File: config.mk
export PLATFORM = sky130hd
export DESIGN_NAME = banked_regfile
export DESIGN_NICKNAME = d
export VERILOG_FILES = /design/src/rtl/brf_pkg.sv /design/src/rtl/brf_mode_dec.sv /design/src/rtl/brf_idx_map.sv /design/src/rtl/brf_saved_status.sv /design/src/rtl/banked_regfile.sv
export SDC_FILE = /design/constraint.sdc
export NUM_CORES = 2
export LEC_CHECK = 0
export ABC_CLOCK_PERIOD_IN_PS = 6700
export BUFFER_PORTS_ARGS = -buffer_cell sky130_fd_sc_hd__buf_2
export CAP_MARGIN = 15
export CORE_ASPECT_RATIO = 0.6
export CORE_MARGIN = 4
export CORE_UTILIZATION = 57
export CTS_CLUSTER_SIZE = 28
export DETAILED_ROUTE_END_ITERATION = 7
export PLACE_DENSITY_LB_ADDON = 0.05
export SLEW_MARGIN = 30
export SYNTH_ARGS = -nofsm -noshare
export SYNTH_HDL_FRONTEND = slang
export SYNTH_HIERARCHICAL = 1
export SYNTH_SLANG_ARGS = --single-unit
export TNS_END_PERCENT = 20
File: constraint.sdc
create_clock -name clk -period 6.7 [get_ports clk]
set_input_delay 1.34 -clock clk [delete_from_list [all_inputs] [get_ports clk]]
set_output_delay 1.34 -clock clk [all_outputs]
set_load 0.01 [all_outputs]
File: src/rtl/brf_pkg.sv
package brf_pkg;
    localparam int MODE_W   = 5;
    localparam int IDX_W    = 4;
    localparam int NUM_VIS  = 1 << IDX_W;
    localparam int PC_IDX   = NUM_VIS - 1;
    localparam int LO_SHARED = 8;
    localparam int FIQ_FIRST = 8;
    localparam int PAIR_FIRST = 13;
    localparam int FIQ_CNT  = PC_IDX - FIQ_FIRST;
    localparam int NUM_EXC  = 5;
    localparam int FIQ_BASE = NUM_VIS;
    localparam int PAIR_BASE = FIQ_BASE + FIQ_CNT;
    localparam int NUM_PHYS = PAIR_BASE + 2 * (NUM_EXC - 1);
    localparam int PHYS_W   = $clog2(NUM_PHYS);

    localparam logic [MODE_W-1:0] M_USR = 5'b10000;
    localparam logic [MODE_W-1:0] M_FIQ = 5'b10001;
    localparam logic [MODE_W-1:0] M_IRQ = 5'b10010;
    localparam logic [MODE_W-1:0] M_SVC = 5'b10011;
    localparam logic [MODE_W-1:0] M_ABT = 5'b10111;
    localparam logic [MODE_W-1:0] M_UND = 5'b11011;
    localparam logic [MODE_W-1:0] M_SYS = 5'b11111;

    typedef enum logic [2:0] {
        BK_USR = 3'd0,
        BK_FIQ = 3'd1,
        BK_IRQ = 3'd2,
        BK_SVC = 3'd3,
        BK_ABT = 3'd4,
        BK_UND = 3'd5
    } bank_e;
endpackage

File: src/rtl/brf_mode_dec.sv
module brf_mode_dec
    import brf_pkg::*;
(
    input  logic [MODE_W-1:0] mode,
    output bank_e             bank,
    output logic              is_exc
);
    always_comb begin
        unique case (mode)
            M_FIQ:   bank = BK_FIQ;
            M_IRQ:   bank = BK_IRQ;
            M_SVC:   bank = BK_SVC;
            M_ABT:   bank = BK_ABT;
            M_UND:   bank = BK_UND;
            default: bank = BK_USR;
        endcase
        is_exc = (bank != BK_USR);
    end
endmodule

File: src/rtl/brf_idx_map.sv
module brf_idx_map
    import brf_pkg::*;
(
    input  logic              clk,
    input  logic              rst_n,
    input  bank_e             bank,
    input  logic [IDX_W-1:0]  idx,
    output logic [PHYS_W-1:0] phys
);
    logic [PHYS_W-1:0] idx_w;
    logic [PHYS_W-1:0] pair_base;

    always_comb begin
        idx_w = PHYS_W'(idx);
        if (bank == BK_USR) pair_base = PHYS_W'(PAIR_FIRST);
        else pair_base = PHYS_W'(PAIR_BASE) + PHYS_W'(2 * (int'(bank) - 2));

        if (idx == IDX_W'(PC_IDX) || idx < IDX_W'(LO_SHARED))
            phys = idx_w;
        else if (bank == BK_FIQ)
            phys = PHYS_W'(FIQ_BASE) + idx_w - PHYS_W'(FIQ_FIRST);
        else if (idx < IDX_W'(PAIR_FIRST))
            phys = idx_w;
        else
            phys = pair_base + idx_w - PHYS_W'(PAIR_FIRST);
    end

    // low indices and PC never leave the shared slots
    a_r2_shared_low: assert property (@(posedge clk) disable iff (!rst_n)
        (idx < IDX_W'(LO_SHARED) || idx == IDX_W'(PC_IDX)) |-> phys == idx_w);
    // fast-interrupt high indices land in its private bank
    a_r3_fiq_private: assert property (@(posedge clk) disable iff (!rst_n)
        (bank == BK_FIQ && idx >= IDX_W'(FIQ_FIRST) && idx != IDX_W'(PC_IDX))
        |-> (phys >= PHYS_W'(FIQ_BASE) && phys < PHYS_W'(PAIR_BASE)));
    a_r4_in_range: assert property (@(posedge clk) disable iff (!rst_n)
        phys < PHYS_W'(NUM_PHYS));
endmodule

File: src/rtl/brf_saved_status.sv
module brf_saved_status
    import brf_pkg::*;
#(
    parameter int DATA_W = 32
) (
    input  logic              clk,
    input  logic              rst_n,
    input  bank_e             cur_bank,
    input  logic              entry_vld,
    input  bank_e             entry_bank,
    input  logic [DATA_W-1:0] status_i,
    input  logic              we,
    input  logic [DATA_W-1:0] wdata,
    output logic [DATA_W-1:0] rdata
);
    typedef struct packed {
        logic [NUM_EXC-1:0][DATA_W-1:0] sst;
    } sst_state_t;

    sst_state_t state_d, state_q;

    function automatic int slot_of(bank_e b);
        return int'(b) - 1;
    endfunction

    always_comb begin
        state_d = state_q;
        if (we && cur_bank != BK_USR)
            state_d.sst[slot_of(cur_bank)] = wdata;
        if (entry_vld)
            state_d.sst[slot_of(entry_bank)] = status_i;
        rdata = (cur_bank == BK_USR) ? '0 : state_q.sst[slot_of(cur_bank)];
    end

    always_ff @(posedge clk or negedge rst_n) begin
        if (!rst_n) state_q <= '0;
        else        state_q <= state_d;
    end

    // entry captures the status word into the target's slot
    a_r8_capture: assert property (@(posedge clk) disable iff (!rst_n)
        (entry_vld && entry_bank != BK_USR)
        |=> state_q.sst[slot_of($past(entry_bank))] == $past(status_i));
    // user-behaving modes leave saved status untouched
    a_r9_user_ignored: assert property (@(posedge clk) disable iff (!rst_n)
        (cur_bank == BK_USR && !entry_vld) |=> $stable(state_q));
endmodule

File: src/rtl/banked_regfile.sv
module banked_regfile
    import brf_pkg::*;
#(
    parameter int DATA_W = 32
) (
    input  logic              clk,
    input  logic              rst_n,
    input  logic              mode_we,
    input  logic [4:0]        mode_wdata,
    output logic [4:0]        mode_o,
    input  logic              exc_entry,
    input  logic [4:0]        exc_mode,
    input  logic [DATA_W-1:0] status_i,
    input  logic [3:0]        rd_a_idx,
    output logic [DATA_W-1:0] rd_a_data,
    input  logic [3:0]        rd_b_idx,
    output logic [DATA_W-1:0] rd_b_data,
    input  logic              wr_en,
    input  logic [3:0]        wr_idx,
    input  logic [DATA_W-1:0] wr_data,
    input  logic              pc_ld,
    input  logic [DATA_W-1:0] pc_ld_data,
    input  logic              sst_we,
    input  logic [DATA_W-1:0] sst_wdata,
    output logic [DATA_W-1:0] sst_rdata
);
    typedef struct packed {
        logic [MODE_W-1:0]               mode;
        logic [NUM_PHYS-1:0][DATA_W-1:0] rf;
    } rf_state_t;

    rf_state_t state_d, state_q;

    bank_e             cur_bank, exc_bank;
    logic              cur_is_exc, exc_is_exc;
    logic              entry_vld;
    logic [PHYS_W-1:0] phys_a, phys_b, phys_w;

    brf_mode_dec u_dec_cur (.mode(state_q.mode), .bank(cur_bank), .is_exc(cur_is_exc));
    brf_mode_dec u_dec_exc (.mode(exc_mode),     .bank(exc_bank), .is_exc(exc_is_exc));

    assign entry_vld = exc_entry && exc_is_exc;

    brf_idx_map u_map_a (.clk(clk), .rst_n(rst_n), .bank(cur_bank), .idx(rd_a_idx), .phys(phys_a));
    brf_idx_map u_map_b (.clk(clk), .rst_n(rst_n), .bank(cur_bank), .idx(rd_b_idx), .phys(phys_b));
    brf_idx_map u_map_w (.clk(clk), .rst_n(rst_n), .bank(cur_bank), .idx(wr_idx),   .phys(phys_w));

    brf_saved_status #(.DATA_W(DATA_W)) u_sst (
        .clk       (clk),
        .rst_n     (rst_n),
        .cur_bank  (cur_bank),
        .entry_vld (entry_vld),
        .entry_bank(exc_bank),
        .status_i  (status_i),
        .we        (sst_we),
        .wdata     (sst_wdata),
        .rdata     (sst_rdata)
    );

    always_comb begin
        state_d = state_q;
        if (entry_vld)    state_d.mode = exc_mode;
        else if (mode_we) state_d.mode = mode_wdata;
        if (wr_en)        state_d.rf[phys_w] = wr_data;
        if (pc_ld)        state_d.rf[PC_IDX] = pc_ld_data;
    end

    always_ff @(posedge clk or negedge rst_n) begin
        if (!rst_n) begin
            state_q      <= '0;
            state_q.mode <= M_SVC;
        end else begin
            state_q <= state_d;
        end
    end

    assign rd_a_data = state_q.rf[phys_a];
    assign rd_b_data = state_q.rf[phys_b];
    assign mode_o    = state_q.mode;

    // the load port always decides the program counter
    a_r7_pc_priority: assert property (@(posedge clk) disable iff (!rst_n)
        pc_ld |=> state_q.rf[PC_IDX] == $past(pc_ld_data));
    // a plain write lands in the mapped slot at the edge
    a_r6_write_lands: assert property (@(posedge clk) disable iff (!rst_n)
        (wr_en && !(pc_ld && phys_w == PHYS_W'(PC_IDX)))
        |=> state_q.rf[$past(phys_w)] == $past(wr_data));
    // valid entry beats a mode write
    a_r10_entry_mode: assert property (@(posedge clk) disable iff (!rst_n)
        entry_vld |=> state_q.mode == $past(exc_mode));
    // an entry to a non-exception code leaves the mode alone without mode_we
    a_r8_bad_entry: assert property (@(posedge clk) disable iff (!rst_n)
        (!entry_vld && !mode_we) |=> $stable(state_q.mode));
endmodule

# ---- Word-level counts from Yosys, hierarchy flattened
# Index checks and enable logic that the tools add are counted.
dict set report classes {
  shift 0
  addsub 16
  bitwise 0
  muxes 35
  n_eq_ne 14
  n_div 0
  n_mul 0
  n_lt_le_gt_ge 14
  n_reduce_logical 13
}
# op n
set op_table {}
lappend op_table {{992-bit bitwise mux} 1}
lappend op_table {{512-bit 2-to-1 mux} 1}
lappend op_table {{32-bit binary-select mux with 5-bit select} 2}
lappend op_table {{160-bit bitwise mux} 2}
lappend op_table {{160-bit 2-to-1 mux} 2}
lappend op_table {{32-bit 2-to-1 mux} 9}
lappend op_table {{32-bit demux with 3-bit select} 2}
lappend op_table {{32-bit demux with 5-bit select} 1}
lappend op_table {{32-bit binary-select mux with 3-bit select} 1}
lappend op_table {{5-bit 2-to-1 mux} 12}
lappend op_table {{5-bit equality test, second input constant} 10}
lappend op_table {{32-bit by 1-bit >= comparator with 1-bit output, second input constant} 1}
lappend op_table {{32-bit by 5-bit less-than comparator with 1-bit output, second input constant} 1}
lappend op_table {{3-bit case mux with 5 select lines} 2}
lappend op_table {{5-bit by 4-bit subtractor with 5-bit output, second input constant} 6}
lappend op_table {{4-bit less-than comparator, second input constant} 6}
lappend op_table {{5-bit by 6-bit less-than comparator with 1-bit output, second input constant} 3}
lappend op_table {{5-bit by 4-bit adder with 5-bit output} 3}
lappend op_table {{5-bit by 4-bit adder with 5-bit output, first input constant} 3}
lappend op_table {{4-bit equality test, second input constant} 3}
lappend op_table {{3-bit by 1-bit subtractor with 4-bit output, second input constant} 2}
lappend op_table {{3-bit nonzero test} 2}
lappend op_table {{5-bit adder, first input constant} 1}
lappend op_table {{5-bit by 1-bit >= comparator with 1-bit output, second input constant} 1}
lappend op_table {{other kinds (8)} 15}
dict set report word_totals {
  elab_cells 129
  mem_count 0
  output_inout_bits 101
  rom_bits 0
  latch_bits 0
  ff_bits 1157
  ram_bits 0
}

# ---- Logic depth before layout (Yosys ltp)
dict set report depth {
  depth_word 17
  depth_mapped 20
  mapped_depth_nobuf 18
}

# ---- By module
# Netlist, hierarchy kept.
# module area_per_inst_um2 n_inst cells_per_inst seq_area_each_um2
set by_module_without_submodules {}
lappend by_module_without_submodules {banked_regfile 53938.0 1 3888 24952.7}
lappend by_module_without_submodules {brf_saved_status 8669.6 1 877 4003.8}
lappend by_module_without_submodules {brf_idx_map 334.1 3 40 0.0}
lappend by_module_without_submodules {brf_mode_dec 71.3 2 11 0.0}

# ---- Worst setup path before layout
# OpenSTA, ideal clock, no wires.
dict set report synth_timing {
  path_kind {register to output}
  start {register, netlist name mode_o[1]}
  end {output rd_a_data[22]}
  setup_slack_ns 0.155
  path_stages_with_launch 20
  path_buffers 2
  arrival_ns 5.205
  path_cell_list {dfstp_2 > inv_1 > nor4b_1 > inv_1 > ha_1 > nor2_1 > ha_1 > inv_1 > ha_1 > fa_1 > xnor2_1 > nor4b_1 > o311a_1 > nand2b_1 > clkbuf_1 > buf_1 > o22ai_1 > o31ai_1 > a21oi_1 > nor4_1}
}
dict set report synth_via {
  elab_chain_len 12
  word_cells_on_any_way 18
  cone_classes {add/sub (4); eq/ne (6); mux (7); reduce/logical (1)}
}
# element line
set synth_rtl {}
lappend synth_rtl {{5-bit equality test} brf_mode_dec.sv:9} ;# unique case (mode)
lappend synth_rtl {{3-bit case mux with 5 select lines (*)} brf_mode_dec.sv:9}
lappend synth_rtl {{via cur_bank[1]} banked_regfile.sv:34} ;# bank_e cur_bank, exc_bank;
lappend synth_rtl {{3-bit by 2-bit subtractor with 4-bit output} brf_idx_map.sv:16} ;# else pair_base = PHYS_W'(PAIR_BASE) + PHYS_W'(2 * (int'(bank) - 2));
lappend synth_rtl {{5-bit adder} brf_idx_map.sv:16}
lappend synth_rtl {{5-bit 2-to-1 mux} brf_idx_map.sv:15} ;# if (bank == BK_USR) pair_base = PHYS_W'(PAIR_FIRST);
lappend synth_rtl {{5-bit by 4-bit adder with 5-bit output} brf_idx_map.sv:25} ;# phys = pair_base + idx_w - PHYS_W'(PAIR_FIRST);
lappend synth_rtl {{5-bit by 4-bit subtractor with 5-bit output} brf_idx_map.sv:25}
lappend synth_rtl {{5-bit 2-to-1 mux} brf_idx_map.sv:22} ;# else if (idx < IDX_W'(PAIR_FIRST))
lappend synth_rtl {{5-bit 2-to-1 mux (*)} brf_idx_map.sv:20} ;# else if (bank == BK_FIQ)
lappend synth_rtl {{5-bit 2-to-1 mux (*)} brf_idx_map.sv:18} ;# if (idx == IDX_W'(PC_IDX) || idx < IDX_W'(LO_SHARED))
lappend synth_rtl {{via phys_a[4]} banked_regfile.sv:37} ;# logic [PHYS_W-1:0] phys_a, phys_b, phys_w;
lappend synth_rtl {{32-bit binary-select mux with 5-bit select (*)} banked_regfile.sv:77} ;# assign rd_a_data = state_q.rf[phys_a];
lappend synth_rtl {{32-bit 2-to-1 mux (not written as such) (*)} banked_regfile.sv:77}
lappend synth_rtl {{end: declaration} banked_regfile.sv:15} ;# output logic [DATA_W-1:0] rd_a_data,
# Mark *: on every way through the listed nets, which the timed path passes. The rest lies on a longest branch. The select of a mux whose other input is x is not followed.

# ---- Worst setup path in the final report
dict set report layout_timing {
  start {register, netlist name mode_o[1]}
  end {output rd_a_data[28]}
}
dict set report layout_via {
  elab_chain_len 12
  word_cells_on_any_way 18
  cone_classes {add/sub (4); eq/ne (6); mux (7); reduce/logical (1)}
}
# element line
set layout_rtl {}
lappend layout_rtl {{5-bit equality test} brf_mode_dec.sv:9}
lappend layout_rtl {{3-bit case mux with 5 select lines (*)} brf_mode_dec.sv:9}
lappend layout_rtl {{via cur_bank[1]} banked_regfile.sv:34}
lappend layout_rtl {{3-bit by 2-bit subtractor with 4-bit output} brf_idx_map.sv:16}
lappend layout_rtl {{5-bit adder} brf_idx_map.sv:16}
lappend layout_rtl {{5-bit 2-to-1 mux} brf_idx_map.sv:15}
lappend layout_rtl {{5-bit by 4-bit adder with 5-bit output} brf_idx_map.sv:25}
lappend layout_rtl {{5-bit by 4-bit subtractor with 5-bit output} brf_idx_map.sv:25}
lappend layout_rtl {{5-bit 2-to-1 mux} brf_idx_map.sv:22}
lappend layout_rtl {{5-bit 2-to-1 mux (*)} brf_idx_map.sv:20}
lappend layout_rtl {{5-bit 2-to-1 mux (*)} brf_idx_map.sv:18}
lappend layout_rtl {{via phys_a[4]} banked_regfile.sv:37}
lappend layout_rtl {{32-bit binary-select mux with 5-bit select (*)} banked_regfile.sv:77}
lappend layout_rtl {{32-bit 2-to-1 mux (not written as such) (*)} banked_regfile.sv:77}
# Marks and branches as above.

==> impl_metrics.json <==
{
  "run_status": "finished with violations",
  "violations": "negative setup slack",
  "rrSetupSlack_ns": 0.64,
  "syn_avg_cell_area_um2": 13.0,
  "nFillCells": 8167,
  "critPathCaptureType": "primary output",
  "antenna_found_initial": 20,
  "grt_pass1_vias": 44400,
  "worst_setup_path_start_kind": "flop",
  "crit_fanout": 5,
  "fmax_mhz": 145,
  "die_x_um": 440,
  "vdd.ir_drop.worst_mv": 0.294,
  "wirelength_um": 221000,
  "post-dp-hpwl_um": 135000,
  "clkSinkCount": 1157,
  "grt_max_degree": 174,
  "placementRows": 94,
  "area_delta_synth_final_pct": 14.2,
  "combPwrFrac_pct": 29.7,
  "hold_class": "in -> async",
  "htree_levels": 3,
  "grt_pass1_wl_um": 322000,
  "ys_warn_count": 6,
  "clock_latency_ns": 0.75,
  "drive_gt1_share_pct": 45.7,
  "worst_slack_ns": -0.201,
  "globalRouteOverflowTotal": 0,
  "p_int_uw": 16300,
  "power_density_nw_per_um2": 328,
  "dieArea_um2": 117000,
  "clkTransAtPathRegs_ns": 0.06,
  "hold_viol_final": 0,
  "ioPinCount": 258,
  "rr_endpoint": "state_q[595]",
  "rr_startpoint": "mode_o[1]",
  "syn_inst": 4903,
  "setup_viol": 43,
  "p_seq_share_pct": 42.4,
  "switching_share_pct": 31.8,
  "leakagePower_uw": 0.0317,
  "finalPower_uw": 23900,
  "clock_path_buffers": 3,
  "ctsRootBufferMaster": "clkbuf_16",
  "finalCritPeriodShare_pct": 103,
  "drv_slew": 0,
  "cp.arrival_ns": 5.56,
  "drt_iter0_drc": 5924,
  "crit_end": "rd_a_data[28]",
  "numCtsBuffers": 111,
  "final_nets": 5212,
  "synth.cell_area_um2": 63700,
  "gp_congestion": 0.895,
  "wire_per_inst_um": 33.4,
  "worstRegToRegCells": 19,
  "initial_core_util_pct": 57.8,
  "clock_power_share_pct": 27.9,
  "cp-startpoint": "mode_o[1]",
  "cts_tree": "yes",
  "port_buffers": 257,
  "period_needed_ns": 6.90,
  "slew_headroom_pct": 34.7,
  "worst_slew_pin_slew_ns": 0.976,
  "chipHeight_um": 267,
  "first_pass_iters": 7,
  "syn_nets": 5093,
  "rsz0062_at_grt": "yes",
  "antenna_left": 0,
  "finalClockSkew_ns": 0.0325,
  "drc": 0,
  "crit_required_ns": 5.36,
  "finalSetupTns_ns": -2.97,
  "p_switching_uw": 7590,
  "core_area_um2": 110000,
  "drv_cap": 0,
  "vias": 46300,
  "vias_per_cell": 7.01,
  "grt_usage_pct": 37.4,
  "crit_type": "reg -> out"
}
## metrics by stage
stage	std cells	utilization [%]	worst slack [ns]	instance area [um^2]	hold WS, ns
2_1_floorplan	4903	-	0.168	63700	0.490
3_3_place_gp	6333	60.6	-0.431	66900	0.505
3_5_place_dp	6333	60.6	-0.298	66900	0.510
4_1_cts	6587	65.4	-0.160	72100	0.525
5_1_grt	6603	65.9	-0.369	72700	0.504
6_report	6609	66.0	-0.201	72800	0.506
## routing by layer
layer	vias to the layer above	GRT usage [%]	part of all wire [%]
li1	18800	-	-
met1	24400	58.9	44
met2	2653	48.5	40
met3	419	12.9	13
met4	16	10.7	3.2
met5	-	0	0.058
## cell type report
class / count / area (um^2) / share of cell area, %
Antenna cell: 11 / 27.5 / 0.0378
Clock buffer: 168 / 3370 / 4.63
Clock inverter: 33 / 422 / 0.579
Inverter: 32 / 120 / 0.165
Multi-Input combinational cell: 3228 / 33700 / 46.4
Sequential cell: 1157 / 29000 / 39.8
Tap cell: 1488 / 1860 / 2.56
Timing Repair Buffer: 492 / 4260 / 5.86
## registers in the layout, indices dropped and copies added (netlist names)
| signal | cells |
|---|---|
| mode_o | 5 |
| state_q | 992 |
| u_sst/state_q | 160 |
## critical path: stages (launching register included)
cell	delay, ns
dfstp_2	0.56
inv_2	0.06
nor4b_4	0.38
buf_4	0.19
buf_6	0.09
ha_1	0.14
xnor2_1	0.11
nand2b_1	0.12
ha_4	0.24
fa_2	0.40
xnor2_2	0.15
o211a_1	0.13
o311a_4	0.41
buf_12	0.15
buf_12	0.13
nand2b_4	0.14
buf_12	0.14
buf_12	0.13
o22ai_1	0.12
o31ai_4	0.23
a21oi_1	0.11
nor4_4	0.47
buf_2	0.23
## worst min path at each step
stage | to | cells after the start
floorplan | state_q[416] | 1
finish | state_q[61] | 1
CTS | state_q[443] | 1
global route | state_q[61] | 1
detailed placement | state_q[443] | 1
global placement | state_q[579] | 1
## power groups by stage
| stage | clock (uW) | combinational [uW] | sequential [uW] |
|---|---|---|---|
| 6_report | 6650 | 7080 | 10100 |
| 5_1_grt | 7000 | 7470 | 10300 |
| 4_1_cts | 6720 | 6820 | 10000 |
| 3_5_place_dp | 0 | 6510 | 10100 |
| 3_3_place_gp | 0 | 6400 | 10100 |
| 2_1_floorplan | 0 | 4510 | 9620 |
## cells in the final DEF (no fill, tap or decap), types with 115 or more instances in the layout
cell type  count
a21oi_1      141
mux2_2      1117
buf_4        153
clkbuf_16    115
mux2i_1      446
mux4_2       321
nand2_1      202
buf_2        234
dfrtp_1     1154
o21ai_0      156
## timing repair
item / 4_1_cts / 5_1_grt
pin swaps: 62 / 45
cloned: 11 / 1
resized for setup: 164 / 107
buffers inserted: 42 / 12
hold buffers: 0 / 0
endpoints found under the setup margin: 64 / 64
hold endpoints to repair: 0 / 0
(Power assumes the default switching activity.)
